--- src/rtl/isc_pkg.sv ---
package isc_pkg;
  typedef enum logic [2:0] {
    OP_ROUTE = 3'd0,
    OP_QUERY = 3'd1,
    OP_OFF   = 3'd2,
    OP_ON    = 3'd3,
    OP_KIND  = 3'd4
  } isc_op_e;

  localparam int unsigned PRIO_W = 8;
  localparam logic [PRIO_W-1:0] PRIO_MASKED = '1;
endpackage

--- src/rtl/isc_num_check.sv ---
module isc_num_check #(
  parameter int unsigned NUM_W = 16,
  parameter int unsigned IDX_W = 3,
  parameter int unsigned BASE  = 16,
  parameter int unsigned COUNT = 8
) (
  input  logic [NUM_W-1:0] num_i,
  output logic             ok_o,
  output logic [IDX_W-1:0] idx_o
);
  logic [NUM_W-1:0] off;

  assign off   = num_i - NUM_W'(BASE);
  assign ok_o  = (num_i >= NUM_W'(BASE)) && (off < NUM_W'(COUNT));
  assign idx_o = off[IDX_W-1:0];
endmodule

--- src/rtl/isc_pick.sv ---
module isc_pick #(
  parameter int unsigned N     = 8,
  parameter int unsigned IDX_W = 3
) (
  input  logic [N-1:0]     req_i,
  output logic             found_o,
  output logic [IDX_W-1:0] idx_o
);
  // lowest index wins
  always_comb begin
    found_o = 1'b0;
    idx_o   = '0;
    for (int i = N - 1; i >= 0; i--) begin
      if (req_i[i]) begin
        found_o = 1'b1;
        idx_o   = IDX_W'(i);
      end
    end
  end
endmodule

--- src/rtl/isc_top.sv ---
module isc_top
  import isc_pkg::*;
#(
  parameter int unsigned NUM_SRC     = 8,
  parameter int unsigned SRC_BASE    = 16,
  parameter int unsigned NUM_SERVERS = 4,
  parameter int unsigned NUM_W       = 16,
  localparam int unsigned IDX_W = (NUM_SRC > 1) ? $clog2(NUM_SRC) : 1,
  localparam int unsigned SRV_W = (NUM_SERVERS > 1) ? $clog2(NUM_SERVERS) : 1
) (
  input  logic               clk_i,
  input  logic               rst_ni,
  input  logic [NUM_SRC-1:0] src_i,
  input  logic               cmd_valid_i,
  input  logic [2:0]         cmd_op_i,
  input  logic [NUM_W-1:0]   cmd_num_i,
  input  logic [NUM_W-1:0]   cmd_server_i,
  input  logic [PRIO_W:0]    cmd_prio_i,
  input  logic               cmd_level_i,
  output logic               ready_o,
  output logic               rsp_valid_o,
  output logic               rsp_err_o,
  output logic [SRV_W-1:0]   rsp_server_o,
  output logic [PRIO_W-1:0]  rsp_prio_o,
  input  logic               rej_valid_i,
  input  logic [NUM_W-1:0]   rej_num_i,
  input  logic               eoi_valid_i,
  input  logic [NUM_W-1:0]   eoi_num_i,
  input  logic               resend_i,
  output logic               pres_valid_o,
  output logic [NUM_W-1:0]   pres_num_o,
  output logic [SRV_W-1:0]   pres_server_o,
  output logic [PRIO_W-1:0]  pres_prio_o
);
  // per-source state
  logic [SRV_W-1:0]  srv_q  [NUM_SRC];
  logic [PRIO_W-1:0] prio_q [NUM_SRC];
  logic [PRIO_W-1:0] save_q [NUM_SRC];
  logic [NUM_SRC-1:0] lvl_q, asrt_q, sent_q, rej_q, mpend_q, queue_q;

  logic             scan_q;
  logic [IDX_W-1:0] scan_idx_q;

  // number decoders for command and notifications
  logic c_ok, r_ok, e_ok;
  logic [IDX_W-1:0] c_idx, r_idx, e_idx;

  isc_num_check #(.NUM_W(NUM_W), .IDX_W(IDX_W), .BASE(SRC_BASE), .COUNT(NUM_SRC))
    u_chk_cmd (.num_i(cmd_num_i), .ok_o(c_ok), .idx_o(c_idx));
  isc_num_check #(.NUM_W(NUM_W), .IDX_W(IDX_W), .BASE(SRC_BASE), .COUNT(NUM_SRC))
    u_chk_rej (.num_i(rej_num_i), .ok_o(r_ok), .idx_o(r_idx));
  isc_num_check #(.NUM_W(NUM_W), .IDX_W(IDX_W), .BASE(SRC_BASE), .COUNT(NUM_SRC))
    u_chk_eoi (.num_i(eoi_num_i), .ok_o(e_ok), .idx_o(e_idx));

  // delivery conditions
  logic [NUM_SRC-1:0] masked, lvl_want, msg_want, want, rise;

  for (genvar g = 0; g < NUM_SRC; g++) begin : g_src
    assign masked[g] = (prio_q[g] == PRIO_MASKED);
  end

  assign lvl_want = lvl_q & asrt_q & ~sent_q & ~masked;
  assign msg_want = ~lvl_q & queue_q & ~masked;
  assign want     = lvl_want | msg_want;
  assign rise     = src_i & ~asrt_q & ~lvl_q;

  logic             pk_found;
  logic [IDX_W-1:0] pk_idx;

  isc_pick #(.N(NUM_SRC), .IDX_W(IDX_W)) u_pick (
    .req_i(want), .found_o(pk_found), .idx_o(pk_idx)
  );

  // rescan step
  logic scan_lvl_hit, scan_msg_rej, scan_msg_hit, scan_last;
  assign scan_lvl_hit = lvl_q[scan_idx_q] && lvl_want[scan_idx_q];
  assign scan_msg_rej = !lvl_q[scan_idx_q] && rej_q[scan_idx_q];
  assign scan_msg_hit = scan_msg_rej && !masked[scan_idx_q];
  assign scan_last    = (scan_idx_q == IDX_W'(NUM_SRC - 1));

  logic             fire;
  logic [IDX_W-1:0] fire_idx;
  assign fire     = scan_q ? (scan_lvl_hit || scan_msg_hit) : pk_found;
  assign fire_idx = scan_q ? scan_idx_q : pk_idx;

  // command decode
  assign ready_o = !scan_q;

  logic accept, srv_ok, prio_ok, cmd_err, cmd_do;
  isc_op_e op;
  assign op      = isc_op_e'(cmd_op_i);
  assign accept  = cmd_valid_i && ready_o;
  assign srv_ok  = cmd_server_i < NUM_W'(NUM_SERVERS);
  assign prio_ok = !cmd_prio_i[PRIO_W];

  always_comb begin
    unique case (op)
      OP_ROUTE:                   cmd_err = !(c_ok && srv_ok && prio_ok);
      OP_QUERY, OP_OFF, OP_ON,
      OP_KIND:                    cmd_err = !c_ok;
      default:                    cmd_err = 1'b1;
    endcase
  end
  assign cmd_do = accept && !cmd_err;

  // priority written by route / on; used to release a pending message
  logic              prio_wr;
  logic [PRIO_W-1:0] prio_new;
  always_comb begin
    prio_wr  = 1'b0;
    prio_new = cmd_prio_i[PRIO_W-1:0];
    if (cmd_do && op == OP_ROUTE) prio_wr = 1'b1;
    if (cmd_do && op == OP_ON) begin
      prio_wr  = 1'b1;
      prio_new = save_q[c_idx];
    end
  end

  always_ff @(posedge clk_i or negedge rst_ni) begin
    if (!rst_ni) begin
      for (int i = 0; i < NUM_SRC; i++) begin
        srv_q[i]  <= '0;
        prio_q[i] <= PRIO_MASKED;
        save_q[i] <= PRIO_MASKED;
      end
      lvl_q      <= '0;
      asrt_q     <= '0;
      sent_q     <= '0;
      rej_q      <= '0;
      mpend_q    <= '0;
      queue_q    <= '0;
      scan_q     <= 1'b0;
      scan_idx_q <= '0;
    end else begin
      asrt_q <= src_i;

      // presentation bookkeeping
      if (fire) begin
        if (lvl_q[fire_idx]) sent_q[fire_idx] <= 1'b1;
        else if (!scan_q)    queue_q[fire_idx] <= 1'b0;
      end
      if (scan_q && scan_msg_rej) rej_q[scan_idx_q] <= 1'b0;

      // message edges: queue when unmasked, hold pending when masked
      for (int i = 0; i < NUM_SRC; i++) begin
        if (rise[i]) begin
          if (masked[i]) mpend_q[i] <= 1'b1;
          else           queue_q[i] <= 1'b1;
        end
      end

      if (ready_o && rej_valid_i && r_ok) begin
        rej_q[r_idx]  <= 1'b1;
        sent_q[r_idx] <= 1'b0;
      end
      if (ready_o && eoi_valid_i && e_ok && lvl_q[e_idx]) sent_q[e_idx] <= 1'b0;

      if (cmd_do) begin
        unique case (op)
          OP_ROUTE: begin
            srv_q[c_idx]  <= cmd_server_i[SRV_W-1:0];
            prio_q[c_idx] <= prio_new;
            save_q[c_idx] <= prio_new;
          end
          OP_OFF: begin
            prio_q[c_idx] <= PRIO_MASKED;
            save_q[c_idx] <= prio_q[c_idx];
          end
          OP_ON:   prio_q[c_idx] <= prio_new;
          OP_KIND: lvl_q[c_idx]  <= cmd_level_i;
          default: ;
        endcase
      end
      if (prio_wr && !lvl_q[c_idx] && mpend_q[c_idx] && prio_new != PRIO_MASKED) begin
        mpend_q[c_idx] <= 1'b0;
        queue_q[c_idx] <= 1'b1;
      end

      // rescan sequencing
      if (scan_q) begin
        if (scan_last) scan_q <= 1'b0;
        else           scan_idx_q <= scan_idx_q + 1'b1;
      end else if (resend_i) begin
        scan_q     <= 1'b1;
        scan_idx_q <= '0;
      end
    end
  end

  // output registers
  always_ff @(posedge clk_i or negedge rst_ni) begin
    if (!rst_ni) begin
      pres_valid_o  <= 1'b0;
      pres_num_o    <= '0;
      pres_server_o <= '0;
      pres_prio_o   <= '0;
      rsp_valid_o   <= 1'b0;
      rsp_err_o     <= 1'b0;
      rsp_server_o  <= '0;
      rsp_prio_o    <= '0;
    end else begin
      pres_valid_o  <= fire;
      pres_num_o    <= NUM_W'(SRC_BASE) + NUM_W'(fire_idx);
      pres_server_o <= srv_q[fire_idx];
      pres_prio_o   <= prio_q[fire_idx];
      rsp_valid_o   <= accept;
      rsp_err_o     <= cmd_err;
      rsp_server_o  <= c_ok ? srv_q[c_idx] : '0;
      rsp_prio_o    <= c_ok ? prio_q[c_idx] : PRIO_MASKED;
    end
  end


  a_r1_bad_num_err: assert property (@(posedge clk_i) disable iff (!rst_ni)
    (cmd_valid_i && ready_o && !c_ok) |=> (rsp_valid_o && rsp_err_o));

  a_r1_rsp_follows_cmd: assert property (@(posedge clk_i) disable iff (!rst_ni)
    rsp_valid_o |-> $past(cmd_valid_i && ready_o));

  a_r9_off_masks: assert property (@(posedge clk_i) disable iff (!rst_ni)
    (cmd_valid_i && ready_o && cmd_op_i == 3'd2 && c_ok) |=> (prio_q[$past(c_idx)] == PRIO_MASKED));

  a_r10_scan_blocks: assert property (@(posedge clk_i) disable iff (!rst_ni)
    (resend_i && ready_o) |=> !ready_o);

  a_r5_pres_unmasked: assert property (@(posedge clk_i) disable iff (!rst_ni)
    pres_valid_o |-> (pres_prio_o != PRIO_MASKED));
endmodule

--- config.mk ---
export PLATFORM = sky130hd
export DESIGN_NAME = isc_top
export DESIGN_NICKNAME = d
export VERILOG_FILES = /design/src/rtl/isc_pkg.sv /design/src/rtl/isc_num_check.sv /design/src/rtl/isc_pick.sv /design/src/rtl/isc_top.sv
export SDC_FILE = /design/constraint.sdc
export NUM_CORES = 1
export LEC_CHECK = 0
export BUFFER_PORTS_ARGS = -buffer_cell sky130_fd_sc_hd__buf_2
export CELL_PAD_IN_SITES_DETAIL_PLACEMENT = 1
export CELL_PAD_IN_SITES_GLOBAL_PLACEMENT = 1
export CORE_MARGIN = 2
export CORE_UTILIZATION = 42
export DETAILED_ROUTE_END_ITERATION = 8
export PLACE_DENSITY_LB_ADDON = 0.1
export SLEW_MARGIN = 10
export SYNTH_ARGS = -nofsm -noshare
export SYNTH_HDL_FRONTEND = slang
export SYNTH_SLANG_ARGS = --single-unit
--- constraint.sdc ---
create_clock -name clk_i -period 2.8 [get_ports clk_i]
set_input_delay 0.14 -clock clk_i [delete_from_list [all_inputs] [get_ports clk_i]]
set_output_delay 0.14 -clock clk_i [all_outputs]
set_load 0.01 [all_outputs]
# == Word-level counts from Yosys, hierarchy flattened ==
# Cells that the tools add are included.
# W data, S select, Z words.
# word_totals
ff_bits,225
wordCells,280
# classes
add_sub_neg,5
magnitude_cmp,20
n_eq_ne,15
muxes,125
bitwise,28
n_reduce_logical,47
# ops
cell,n
$pmux W64 S2,2
$bwmux W64,3
$mux W8,20
$and A8 B8 Y8,12
$bmux W8 S3,3
$not A8 Y8,9
$eq A8 B8 Y1 const B,8
$or A64 B64 Y64,1
$mux W1,59
$ge A16 B5 Y1 const B,3
$lt A16 B4 Y1 const B,3
$sub A16 B5 Y16 const B,3
$mux W3,12
$or A8 B8 Y8,4
$logic_and A1 B1 Y1,27
$bmux W1 S3,8
$demux W8 S3,1
$lt A3 B4 Y1 const B,5
$bwmux W16,1
$lt A16 B3 Y1 const B,1
$demux W1 S3,5
$ge A3 B1 Y1 const B,5
$bmux W2 S3,2
$mux W2,6
other kinds (20),37

# == Depth between registers and ports, before layout ==
# Gate-level depths: netlist of run 1.
# logic_depth
depth_word,26
ltp_mapped,14

# == Modules after synthesis ==
# From an unflattened synthesis of run 1, not the netlist that was laid out.
# unflattened
cells_unflattened,1212
area_unflattened_um2,12341.8
# modules_own_cells
module,instances,cells_per_inst,area_each_um2
isc_top,1,1175,12096.6
isc_num_check,3,8,55.1
isc_pick,1,13,80.1

# == Least setup slack after synthesis of run 1 ==
# OpenSTA, ideal clock, no wires.
# synth_timing
path_type,register to register
startpoint,register prio_q[47] (netlist bit)
endpoint,register queue_q[1]
setup_ns,0.131
arrival_time_ns,2.522
required_time_ns,2.669
slack_ns,0.147
path_stages_with_launch,11
synth_period_minus_slack_ns,2.653
path_cell_list,dfstp_2 nand4_1 o22ai_1 o21ai_0 o31ai_2 and2_0 clkbuf_1 a22o_1 a21oi_2 and3_1 or3_1
# synth_between
elab_chain_cells,21
elab_cells_between_ends,37
cone_classes,order compare: 2; eq/ne: 1; mux: 22; bitwise: 7; reduce/logical: 5
# synth_lines
element,line_no,text
start: declaration,isc_top.sv:37,logic [PRIO_W-1:0] prio_q [NUM_SRC];
start signal: indexed assignment,isc_top.sv:162,prio_q[c_idx] <= prio_new;
start signal: indexed assignment,isc_top.sv:169,OP_ON: prio_q[c_idx] <= prio_new;
$eq A8 B8 Y1 *,isc_top.sv:59,assign masked[g] = (prio_q[g] == PRIO_MASKED);
$not A8 Y8,"isc_top.sv:62, isc_top.sv:63",
$and A8 B8 Y8 (on tied branches),"isc_top.sv:62, isc_top.sv:63",
$or A8 B8 Y8,isc_top.sv:64,assign want = lvl_want | msg_want;
$mux W3 (3 in series),isc_pick.sv:14,if (req_i[i]) begin
$mux W3,isc_top.sv:84,assign fire_idx = scan_q ? scan_idx_q : pk_idx;
$lt A3 B4 Y1 (implied by the code) / $ge A3 B1 Y1 (equally long branches),isc_top.sv:140,else if (!scan_q) queue_q[fire_idx] <= 1'b0;
$logic_and A1 B1 Y1 (implied by the code),isc_top.sv:140,
[3 not listed],n/a,
$and A8 B8 Y8 (no source line),n/a,
$mux W8,isc_top.sv:140,
$mux W8,isc_top.sv:139,if (lvl_q[fire_idx]) sent_q[fire_idx] <= 1'b1;
$mux W8 *,isc_top.sv:138,if (fire) begin
$mux W1,isc_top.sv:147,if (masked[i]) mpend_q[i] <= 1'b1;
$mux W1 *,isc_top.sv:146,if (rise[i]) begin
$or A8 B8 Y8 (no source line),n/a,
$mux W8 *,isc_top.sv:174,if (prio_wr && !lvl_q[c_idx] && mpend_q[c_idx] && prio_new != PRIO_MASKED) begin
end signal: indexed assignment,isc_top.sv:140,
end signal: indexed assignment,isc_top.sv:148,else queue_q[i] <= 1'b1;
end signal: indexed assignment,isc_top.sv:176,queue_q[c_idx] <= 1'b1;
end: declaration,isc_top.sv:39,"logic [NUM_SRC-1:0] lvl_q, asrt_q, sent_q, rej_q, mpend_q, queue_q;"
# Every way passes the cells marked *; elsewhere a longest branch is shown, timed or not. The select of a mux whose other input is x is not followed.
# A chain may end at the register's enable or synchronous reset.

# == Worst setup path after layout of run 1 ==
# layout_timing
startpoint,register save_q[32] (netlist bit)
endpoint,register mpend_q[7]
# layout_between
elab_chain_cells,7
# layout_lines
element,line_no,text
start: declaration,isc_top.sv:38,logic [PRIO_W-1:0] save_q [NUM_SRC];
start signal: indexed assignment,isc_top.sv:163,save_q[c_idx] <= prio_new;
start signal: indexed assignment,isc_top.sv:167,save_q[c_idx] <= prio_q[c_idx];
$bmux W8 S3,isc_top.sv:115,prio_new = save_q[c_idx];
$mux W8 (implied by the code) (2 in series),isc_top.sv:115,
$mux W8,isc_top.sv:113,if (cmd_do && op == OP_ON) begin
$ne A8 B8 Y1,isc_top.sv:174,
$logic_and A1 B1 Y1,isc_top.sv:174,
$mux W8,isc_top.sv:174,
end signal: assignment,isc_top.sv:130,mpend_q <= '0;
end signal: indexed assignment,isc_top.sv:147,
end signal: indexed assignment,isc_top.sv:175,mpend_q[c_idx] <= 1'b0;
end: declaration,isc_top.sv:39,
# Every way passes these cells. The select of a mux whose other input is x is not followed.

==> flow_summary.yaml, run 1 <==
layout:
  diodes: 0
  fin_util_pct: 56.4
  fin_cells: 1957
  nNetsFinal: 1652
  area_growth_pct: 31.8
  final_area_um2: 15800
  drive_gt1_share_pct: 41.5
synth:
  synthMuxAreaShare_pct: 11.2
  synth-edff-count: 0
  synth_cell_type_count: 69
  synth.largest_area_cell: "dfstp_2"
  ys_ff_latch: 223
  avgSynthCellArea_um2: 9.71
  yosysSeqAreaShare_pct: 48.0
  synth-simple-area-share_pct: 16.7
  synth.most_common_cell: "nand2_1"
  synthCells: 1232
  synthAdderAreaFrac_pct: 0.209
  synth_area_um2: 12000
  dominantRegCellSynth: "dfstp_2"
  synthTopCellsByArea: "dfstp_2, dfrtp_1, mux2_2"
  synth-xor-area-share_pct: 0.220
  async_reset_ff_share_pct: 100
  ys_warn_count: 0
  yosys.area.top_type_share_pct: 28.1
  synth_compound_area_share_pct: 19.7
  synth_top_family_by_area: "compound AO/OA/AOI/OAI gates"
  synthTopCellsByCount: "nand2_1, o21ai_0, dfstp_2"
worst_setup_path:
  end_kind: "flop"
  critical_path.max_stage_delay_ns: 0.47
  cpLargestDelayFamily: "multiplexers"
  cp.depth: 9
  worst_setup_path_start_kind: "flop"
  critical_path_class: "flop to flop"
  crit_slowest_cell: "mux4_2"
  path_buf_inv: 1
  crit_chain: "mux4_2 > and2_1 > a221o_1 > mux2_4 > o211ai_2 > nor4_2 > or4_4 > buf_6 > o22a_1"
  rr_worst_depth: 9
  cp_data_arrival_time_ns: 3.15
  path_max_fanout: 7
  required_ns: 3.22
  r2r-start: "save_q[32]"
  crit_end: "mpend_q[7]"
  r2r_end: "mpend_q[7]"
  r2r_setup_slack_ns: 0.07
  critPathLaunch: "save_q[32]"
placed_design:
  post_dp_cell_area_um2: 14400
  dp_cells: 1880
  dp_worst_setup_slack_ns: -0.229
  dpl.hpwl_um: 35700
  finalWeightedCongestion: 0.933
  io_buffers: 118
timing:
  fmax_mhz: 366
  hold_violations: 0
  finalWorstSetupSlack_ns: 0.0671
  period_share_pct: 97.6
  setup_viol: 0
  setup_tns_ns: 0
  fin_crit_ns: 2.73
  slew_headroom_pct: 59.7
  worstMarginPinSlew_ns: 0.605
  slew_violations: 0
  final.setup_skew_ns: 0.0356
clock_network:
  h-tree-depth: 1
  clk_path_buf_depth: 3
  clock-sinks: 223
  cts_root_buffer: "clkbuf_16"
  clk_latency_ns: 0.56
  cts_tree: "built"
  cts_made_buffers: 27
  clkTransAtPathRegs_ns: 0.06
power:
  p_leak_nw: 6.70
  peakVddDrop_uv: 550
  power.density_nw_per_um2: 645
global_routing:
  grt_usage_pct: 32.0
  grt_first_pass_wirelength_um: 74400
  antenna_found_initial: 0
  grt_pass1_vias: 12200
  grt_max_degree: 74
  grt_overflow: 0
routing:
  drtIter0Drc: 910
  drcViolationCount: 0
  first_pass_iters: 5
  wire_per_inst_um: 24.5
  num_vias: 11500
  wl_um: 48000
  postRouteAntennaNets: 0
  routed_via_density: 5.89
min_path:
  hold_path.class: "primary input to flop"
  holdPathStages: 5
floorplan:
  dieArea_um2: 29900
  fp.dieH_um: 173
  pin_count: 131
  num_rows: 61
  start_util_pct: 42.8
  fp.dieW_um: 173
  core_region_area_um2: 27900
job:
  max_cap_viol_count: 0
outcome:
  outcome: "finished clean"
-- power breakdown --
| group | leakage [nW] | switching, W | internal, W |
|---|---|---|---|
| registers | 2.49 | 0.000141 | 0.00341 |
| logic | 3.77 | 0.00185 | 0.00125 |
| clock network | 0.443 | 0.00142 | 0.00209 |
-- worst register-to-register path, delay by kind of cell (launching register included) --
kind | cells | cell delay (ns)
and+or+nand+nor | 3 | 0.72
buffers and inverters | 1 | 0.17
muxes | 2 | 0.77
AOI/OAI and AO/OA | 3 | 0.56
DFF | 1 | 0.37
-- sequential cells by signal, summed over array words and instances, names as in the netlist --
| name | cells |
|---|---|
| lvl_q | 8 |
| rsp_prio_o | 8 |
| pres_num_o | 4 |
| scan_idx_q | 3 |
| rsp_server_o | 2 |
| srv_q | 16 |
| pres_valid_o | 1 |
| queue_q | 8 |
| sent_q | 8 |
| scan_q | 1 |
| asrt_q | 8 |
| pres_prio_o | 8 |
| rsp_err_o | 1 |
| rej_q | 8 |
| prio_q | 64 |
| save_q | 64 |
| pres_server_o | 2 |
| rsp_valid_o | 1 |
| mpend_q | 8 |
-- stage by stage --
step / hold slack (ns) / total power (W)
finish: 0.0128 / 0.0102
CTS: 0.00291 / 0.0100
global placement: 0.113 / 0.00632
global route: 0.105 / 0.0106
floorplan: -0.156 / 0.00497
detailed placement: 0.119 / 0.00638
-- worst min-delay path by stage --
stage                     start        end
4_1_cts         cmd_server_i[9]  rsp_err_o
3_3_place_gp             rst_ni   rej_q[5]
2_1_floorplan            rst_ni  asrt_q[0]
5_1_grt            eoi_num_i[0]  sent_q[3]
3_5_place_dp             rst_ni   rej_q[5]
6_report       cmd_server_i[15]  rsp_err_o
-- kinds of logic after synthesis --
family / after synthesis
simple gates: 415
compound gates: 367
flops: 223
mux: 113
buf+inv: 107
xor+xnor: 3
fa+ha+maj: 2
other cells: 2
-- area by class of cell --
type / instances / area, um^2
Clock inverter: 7 / 63.8
Sequential cell: 223 / 5740
Inverter: 28 / 105
Clock buffer: 42 / 822
Fill cell: 3180 / 12200
Multi-Input combinational cell: 913 / 5970
Tap cell: 378 / 473
Timing Repair Buffer: 366 / 2590
-- timing repair --
item / in CTS / in global routing
resized for setup: 22 / 26
cloned: 1 / 0
endpoints found under the setup margin: 33 / 31
endpoints found under the hold margin: 112 / 0
setup buffers: 4 / 7
pin swaps: 7 / 15
hold buffers: 17 / 0
-- cell usage in the layout (no fill, tap or decap), types with 38 or more instances in the layout --
cell type,count
mux2_2,79
dfrtp_1,94
a22oi_1,38
o21ai_0,149
nor2_1,81
a21oi_1,46
nand2_1,170
buf_4,220
buf_2,117
dfstp_2,128
-- routing by layer --
metal | GRT usage (%) | share of wire, % | vias to the layer above
met5 | 0 | 0 | -
met1 | 45.3 | 44 | 5822
li1 | - | - | 5176
met4 | 9.39 | 2.9 | 0
met3 | 4.86 | 7.0 | 79
met2 | 51.1 | 46 | 455
(Power assumes the default switching activity.)
==> run 2, diff against run 1 <==
CORE_UTILIZATION = 43   (was 42)
CTS_BUF_LIST = sky130_fd_sc_hd__clkbuf_4   (was default)
RECOVER_POWER = 50   (was default)
==> run 2 against run 1 <==
The flow now finishes with violations (max-capacitance violations, max-slew violations, negative setup slack). Worst setup slack got worse by 0.14 ns. Final cell count rose by 4.1%. Core utilization rose by 1.9 points. Critical path type unchanged. Critical endpoint is now queue_q[1]. Largest power group is now combinational logic.
==> flow_summary.yaml, run 2 (synthesis results as in run 1) <==
outcome:
  outcome: "complete, but fails checks"
  violations: "max-capacitance violations, max-slew violations, negative setup slack"
clock_network:
  clk_latency_ns: 0.71
  clock-sinks: 223
  clkTransAtPathRegs_ns: 0.06
  clk_path_buf_depth: 3
  cts_root_buffer: "clkbuf_4"
  cts_tree: "built"
  cts_made_buffers: 67
  h-tree-depth: 3
power:
  p_leak_nw: 6.83
  peakVddDrop_uv: 329
  power.density_nw_per_um2: 657
worst_setup_path:
  required_ns: 3.34
  critical_path_class: "flop to flop"
  r2r-start: "prio_q[57]"
  path_buf_inv: 4
  crit_chain: "nand4_1 > o2bb2ai_4 > buf_6 > buf_6 > nand3_4 > o31ai_4 > buf_6 > buf_6 > and3_4 > a21oi_4 > and3_1 > or3_1"
  path_max_fanout: 4
  critPathLaunch: "prio_q[57]"
  crit_path_frequent_cell: "buf_6"
  worst_setup_path_start_kind: "flop"
  cp_data_arrival_time_ns: 3.41
  cpLargestDelayFamily: "simple AND/OR/NAND/NOR gates"
  crit_slowest_cell: "dfstp_2"
  end_kind: "flop"
  critical_path.max_stage_delay_ns: 0.54
floorplan:
  dieArea_um2: 29200
  fp.dieH_um: 171
  pin_count: 131
  fp.dieW_um: 171
  start_util_pct: 43.4
  core_region_area_um2: 27600
  num_rows: 61
global_routing:
  grt_first_pass_wirelength_um: 73600
  grt_overflow: 0
  antenna_found_initial: 2
  grt_pass1_vias: 12600
  grt_usage_pct: 33.6
  grt_max_degree: 80
layout:
  final_cell_mix: "buf_4, nand2_1, o21ai_0"
  final_area_um2: 16100
  fin_util_pct: 58.3
  final_common_cell: "buf_4"
  area_growth_pct: 34.4
  nNetsFinal: 1699
  top_regs: "prio_q: 64 flops, save_q: 64 flops, srv_q: 16 flops"
  drive_gt1_share_pct: 44.1
  n_fill_cell: 3155
timing:
  hold_violations: 0
  period_share_pct: 103
  rsz0062_at_grt: "yes"
  fmax_mhz: 348
  setup_viol: 9
  timing.hold.ws_ns: 0.0452
  setup_tns_ns: -0.231
  slew_headroom_pct: -41.5
  slew_violations: 80
  final.setup_skew_ns: 0.0475
  fin_crit_ns: 2.87
  finalWorstSetupSlack_ns: -0.0719
  worstMarginPinSlew_ns: 2.12
placed_design:
  post_dp_cell_area_um2: 14300
  io_buffers: 118
  dp_worst_setup_slack_ns: -0.239
  finalWeightedCongestion: 0.969
  dpl.hpwl_um: 35400
routing:
  drtIter0Drc: 1060
  wire_per_inst_um: 23.7
  num_vias: 12000
  postRouteAntennaNets: 0
  drcViolationCount: 0
  routed_via_density: 5.89
  first_pass_iters: 5
  wl_um: 48200
min_path:
  hold_path.class: "primary input to flop"
  min_from: "rej_num_i[9]"
job:
  max_cap_viol_count: 1
==> run 2: changes by cell type in the layout (fill, tap and decap cells not counted), sizes merged, moves of 2 or more <==
cell	change
clkbuf	+74
diode	+2
buf	-23
dlygate4sd3	+14
clkinv	+11
==> run 2: path summary, 6_finish.rpt <==
kind | to | slack (ns) | cells past startpoint
worst max-delay path | queue_q[1] | -0.07 | 12
worst min-delay path | sent_q[6] | 0.05 | 6
worst max register to register | queue_q[1] | -0.07 | 12
worst min register to register | rej_q[0] | 0.48 | 1
max in group asynchronous | rsp_prio_o[6] | 0.34 | 3
min in group asynchronous | rej_q[1] | 0.57 | 2
==> run 2: worst min-delay path, delay by kind of cell <==
kind,cells,cell delay [ns]
buffers and inverters,1,0.07
AO/OA/AOI/OAI,2,0.17
AND/OR/NAND/NOR,3,0.32
==> run 2: layout make-up <==
cell class	count	area (um^2)	area share, %
Sequential cell	223	5740	35.7
Clock inverter	20	136	0.848
Clock buffer	101	758	4.72
Multi-Input combinational cell	914	6160	38.3
Inverter	28	105	0.654
Timing Repair Buffer	372	2700	16.8
Tap cell	378	473	2.94
Antenna cell	2	5.00	0.0311
==> run 2: layer usage <==
layer	share of wire [%]	up-vias	wire, um	track usage, %
met1	43	5969	20800	45.7
li1	-	5314	-	-
met2	46	603	22200	54.0
met3	7.7	114	3700	5.64
met5	0	-	0	0
met4	3.3	0	1580	12.4
==> run 2: stage by stage <==
stage / std cells / power, W
finish: 2038 / 0.0106
global route: 2038 / 0.0110
CTS: 2033 / 0.0102
detailed placement: 1864 / 0.00646
global placement: 1864 / 0.00642
floorplan: 1243 / 0.00497
==> run 2: repair_timing <==
action	CTS	global route
hold endpoints to repair	200	0
hold buffers	31	0
pin swaps	18	28
resized for setup	45	66
cloned	2	2
setup buffers	15	2
setup endpoints to repair	28	53
==> run 2: power breakdown <==
part | internal (W) | switching, W | total, W
clock | 0.00184 | 0.00154 | 0.00338
sequential | 0.00341 | 0.000171 | 0.00358
combinational | 0.00152 | 0.00209 | 0.00361
total | 0.00677 | 0.00380 | 0.0106
